$ cat config.mk
export PLATFORM = sky130hd
export DESIGN_NAME = sir_pulse_enc
export DESIGN_NICKNAME = d
export VERILOG_FILES = /design/src/rtl/sir_pulse_enc.sv
export SDC_FILE = /design/constraint.sdc
export NUM_CORES = 1
export LEC_CHECK = 0
export CORE_AREA = 5 5 42 44
export DETAILED_ROUTE_END_ITERATION = 12
export DIE_AREA = 0 0 47 49
export GPL_ROUTABILITY_DRIVEN = 0
export GPL_TIMING_DRIVEN = 0
export MAX_ROUTING_LAYER = met4
export PLACE_DENSITY = 0.51
export SLEW_MARGIN = 40
export SYNTH_ARGS = -nofsm -noshare
export SYNTH_HDL_FRONTEND = slang
export SYNTH_SLANG_ARGS = --single-unit
$ cat constraint.sdc
create_clock -name clk -period 2 [get_ports clk]
set_clock_uncertainty 0.2 [all_clocks]
set_input_delay 0.3 -clock clk [delete_from_list [all_inputs] [get_ports clk]]
set_output_delay 0.3 -clock clk [all_outputs]
set_load 0.02 [all_outputs]
$ cat src/rtl/sir_pulse_enc.sv
module sir_pulse_enc #(
  parameter int PW = 3
) (
  input  logic clk,
  input  logic rst_n,
  input  logic enable,
  input  logic prsc_nonzero,
  input  logic rx_busy,
  input  logic lp_mode,
  input  logic bit_strobe,
  input  logic tx_bit,
  input  logic os_tick,
  input  logic lp_tick,
  output logic sir_tx
);
  localparam int CW = (PW > 1) ? $clog2(PW) : 1;

  logic          pulse_q;
  logic          mode_q;
  logic [CW-1:0] cnt_q;
  logic          ok;
  logic          tick;

  assign ok     = enable & prsc_nonzero & ~rx_busy;
  assign tick   = mode_q ? lp_tick : os_tick;
  assign sir_tx = pulse_q;

  always_ff @(posedge clk or negedge rst_n) begin
    if (!rst_n) begin
      pulse_q <= 1'b0;
      mode_q  <= 1'b0;
      cnt_q   <= '0;
    end else if (bit_strobe) begin
      mode_q  <= lp_mode;
      pulse_q <= ok & ~tx_bit;
      cnt_q   <= '0;
    end else if (!ok) begin
      pulse_q <= 1'b0;
      cnt_q   <= '0;
    end else if (pulse_q && tick) begin
      if (cnt_q == CW'(PW - 1)) begin
        pulse_q <= 1'b0;
        cnt_q   <= '0;
      end else begin
        cnt_q <= cnt_q + 1'b1;
      end
    end
  end
endmodule


# [Yosys cells after proc, flatten, opt, wreduce, memory -nomap -nowiden]
# Index checks and enable logic that the tools add are counted.
[word_totals] regBits=4 inputBits=10 output_inout_bits=1 word_cells=23
[classes] addsub=1 eq_ne=3 muxes=9 n_bitwise=5 reduce_logical=2
[ops] cell="$mux 2" count=4
[ops] cell="$ne 3x2->1 const B" count=2
[ops] cell="$mux 1" count=5
[ops] cell="$and 1x1->1" count=3
[ops] cell="$add 2x1->2 const B" count=1
[ops] cell="$eq 2x2->1 const B" count=1
[ops] cell="$not 1->1" count=2
[ops] cell="$reduce_and 2->1" count=1
[ops] cell="$logic_and 1x1->1" count=1

# [Depth between registers and ports, before layout]
[depth] ltp_word=5 ltp_mapped=3 mapped_depth_nobuf=3

# [Worst setup path after synthesis]
# OpenSTA, ideal clock, no wires.
[synth_timing] kind="reg-to-reg" start="reg mode_q" end="reg cnt_q[0]" setup_ns=0.079 t_arrival_ns=0.938 required_ns=1.721 slack_ns=0.783 path_stages_with_launch=4 path_buffers=0 period_less_slack_ns=1.217 cell_sequence="dfrtp_1 -> mux2_4 -> nand2_1 -> mux2i_1"
[synth_via] elab_chain_len=3
[synth_lines] item="from (decl)" line_no="19" source="logic mode_q;"
[synth_lines] item="from (signal assigned)" line_no="34" source="mode_q <= lp_mode;"
[synth_lines] item="$mux 1" line_no="25" source="assign tick = mode_q ? lp_tick : os_tick;"
[synth_lines] item="$logic_and 1x1->1" line_no="40" source="end else if (pulse_q && tick) begin"
[synth_lines] item="$ne 3x2->1 (no source line)"
[synth_lines] item="to (signal assigned)" line_no="45" source="cnt_q <= cnt_q + 1'b1;"
[synth_lines] item="to (decl)" line_no="20" source="logic [CW-1:0] cnt_q;"
# No other way between the ends.
# A chain may end at the register's enable or synchronous reset.

# [Final worst setup path]
[layout_timing] start="reg pulse_q, in the netlist sir_tx" end="out sir_tx"
[layout_rtl] item="from (decl)" line_no="18" source="logic pulse_q;"
[layout_rtl] item="from (signal assigned)" line_no="35" source="pulse_q <= ok & ~tx_bit;"
[layout_rtl] item="to (decl)" line_no="14" source="output logic sir_tx"
# No word-level cell between the ends.

==> flow_summary.yaml <==
status:
  outcome: "finished, final reports clean"
worst_setup_path:
  arrival_ps: 1220
  start_kind: "register"
  cp-end-kind: "primary output"
  worst_ep_required_time_ps: 1500
  critPathMaxFanout: 3
  critPathBufInv: 1
  cp_slowest_stage_delay_ps: 620
  critPathKind: "reg -> out"
  cp_top_family: "buffers and inverters"
  path_cells: "clkdlybuf4s50_1"
  cp_slowest_cell: "clkdlybuf4s50_1"
detailed_routing:
  vias_per_cell: 4.14
  drc: 0
  num_vias: 207
  firstDrtPassIters: 4
  drtIter0Drc: 4
  routedWlPerCell_um: 10.9
  wl_um: 544
  detail-route-antenna-nets: 0
timing:
  maxSlewHeadroom_pct: 77.3
  tightest_slew_ps: 336
  finalCritPeriodShare_pct: 85.8
  rsz0062_at_grt: "no"
  clock.fmax_mhz: 583
  tns_ps: 0
  holdWs_ps: 67.5
  drv_slew: 0
  setup_viol: 0
  fin_ws_ps: 284
  hold_viol: 0
  fin_crit_ps: 1720
clock_network:
  cts_tree: "built"
  cts_setup_buffers: 0
  hold_buffers: 0
  clk_pin_slew_ps: 40
  root_buffer: "clkbuf_4"
  clk-insertion-delay-late_ps: 240
  cts_buffers: 3
  clock-sinks: 4
  htree_levels: 1
  cts_resized: 0
  clock_path_buffers: 2
power:
  internal_power_uw: 176
  total_power_uw: 225
  p_sw_uw: 49.6
  p_leak_nw: 0.165
  peakVddDrop_v: 0.000261
  seqPwrFrac_pct: 38.1
  p_per_area_mw_per_mm2: 604
  p_clk_share_pct: 46.1
  p_comb_share_pct: 15.8
  p_sw_share_pct: 22.0
floorplanning:
  coreArea_mm2: 0.00140
  dieWidth_um: 47
  die_y_um: 49
  row_count: 14
  io_pins: 11
  start_util_pct: 16.4
  die-area_mm2: 0.00230
final_layout:
  syn_to_final_growth_pct: 62.0
  multi_input_area_um2: 130
  diodes: 0
  utilization_pct: 26.6
  finalInstanceArea_um2: 373
  final_common_cell: "clkdlybuf4s50_1"
  drive_above_1_share_pct: 17.6
  layout_common_cells: "clkdlybuf4s50_1, nand2_1, dfrtp_1"
  instances_no_fill: 50
  nNetsFinal: 46
  regArea_um2: 100
  n_fill_cell: 157
synth:
  synth_nets: 31
  ys_warn_count: 0
  netlist_area_um2: 230
  yosysSeqAreaShare_pct: 43.5
  ys_seq_elements: 4
  synthCells: 21
  ys_types: 11
  avgSynthCellArea_um2: 11.0
hold_path:
  min_path_type: "in -> async"
global_route:
  grt_pass1_vias: 211
  grt_max_degree: 6
  grt_pass1_wl_um: 876
  antenna_found_initial: 0
  grtUsageTotal_pct: 6.01
  grt_overflow: 0
placement:
  dpl_cell_area_um2: 350
  dp.cells: 47
  portBuffers: 10
  place_ws_ps: 323
run:
  drv_cap: 0
[metal layers]
metal	GRT usage, %	up-vias	share of wire, %
met5	-	-	0
met1	5.99	86	38
met3	5.90	5	16
li1	-	100	-
met4	4.15	0	3.9
met2	7.01	16	42
[worst paths after layout]
kind                       cells after the start               start  slack (ps)                   end
max in group asynchronous                      1               rst_n        1360    mode_q$_DFFE_PN0P_
hold reg to reg                                1  mode_q$_DFFE_PN0P_         340    mode_q$_DFFE_PN0P_
min in group clk                               1  mode_q$_DFFE_PN0P_         340    mode_q$_DFFE_PN0P_
setup / recovery                               1  sir_tx$_DFFE_PN0P_         280                sir_tx
hold / removal                                 1               rst_n          70  cnt_q[1]$_DFFE_PN0P_
setup reg to reg                               3  mode_q$_DFFE_PN0P_         710  cnt_q[1]$_DFFE_PN0P_
[final cells by class]
cell class | count | share of cell area [%]
flip-flops and latches | 4 | 26.8
multi-input cells | 17 | 34.9
clock buffers | 3 | 6.04
well taps | 16 | 5.37
repair buffers | 10 | 26.8
[state kept, by name (all words and copies together), names as in the netlist]
signal  count
mode_q      1
sir_tx      1
cnt_q       2
[cells in the mapped netlist]
| master | count | area share, % |
|---|---|---|
| mux2_2 | 1 | 4.9 |
| mux2i_1 | 2 | 8.7 |
| nor2_1 | 2 | 3.3 |
| nand3b_1 | 1 | 3.3 |
| and4bb_1 | 1 | 5.4 |
| nor4b_4 | 1 | 10 |
| dfrtp_1 | 4 | 43 |
| nand2_1 | 6 | 9.8 |
| o21ai_0 | 1 | 2.2 |
| mux2_4 | 1 | 6.5 |
| nand3_1 | 1 | 2.2 |
[power by group through the flow]
stage | Clock (mW) | Sequential [mW] | Combinational (mW)
2_1_floorplan | 0 | 0.0871 | 0.0125
3_3_place_gp | 0 | 0.0868 | 0.0356
3_5_place_dp | 0 | 0.0870 | 0.0361
4_1_cts | 0.109 | 0.0859 | 0.0362
5_1_grt | 0.117 | 0.0860 | 0.0382
6_report | 0.104 | 0.0858 | 0.0356
[worst register-to-register path, cell delays in order (launching register included)]
cell and delay, ps:
dfrtp_1 380, mux2_4 300, nand2_1 120, mux2i_1 200
[cells by family (layout without fill, tap and decap cells)]
kind of cell | count (synthesis) | after routing | share of synthesized area (%)
AOI/OAI and AO/OA | 1 | 1 | 2.17
buffers and inverters | 0 | 13 | 0
DFF | 4 | 4 | 43.5
muxes | 4 | 4 | 20.1
and+or+nand+nor | 12 | 12 | 34.2
No activity file was read; power rests on OpenSTA's default activity.
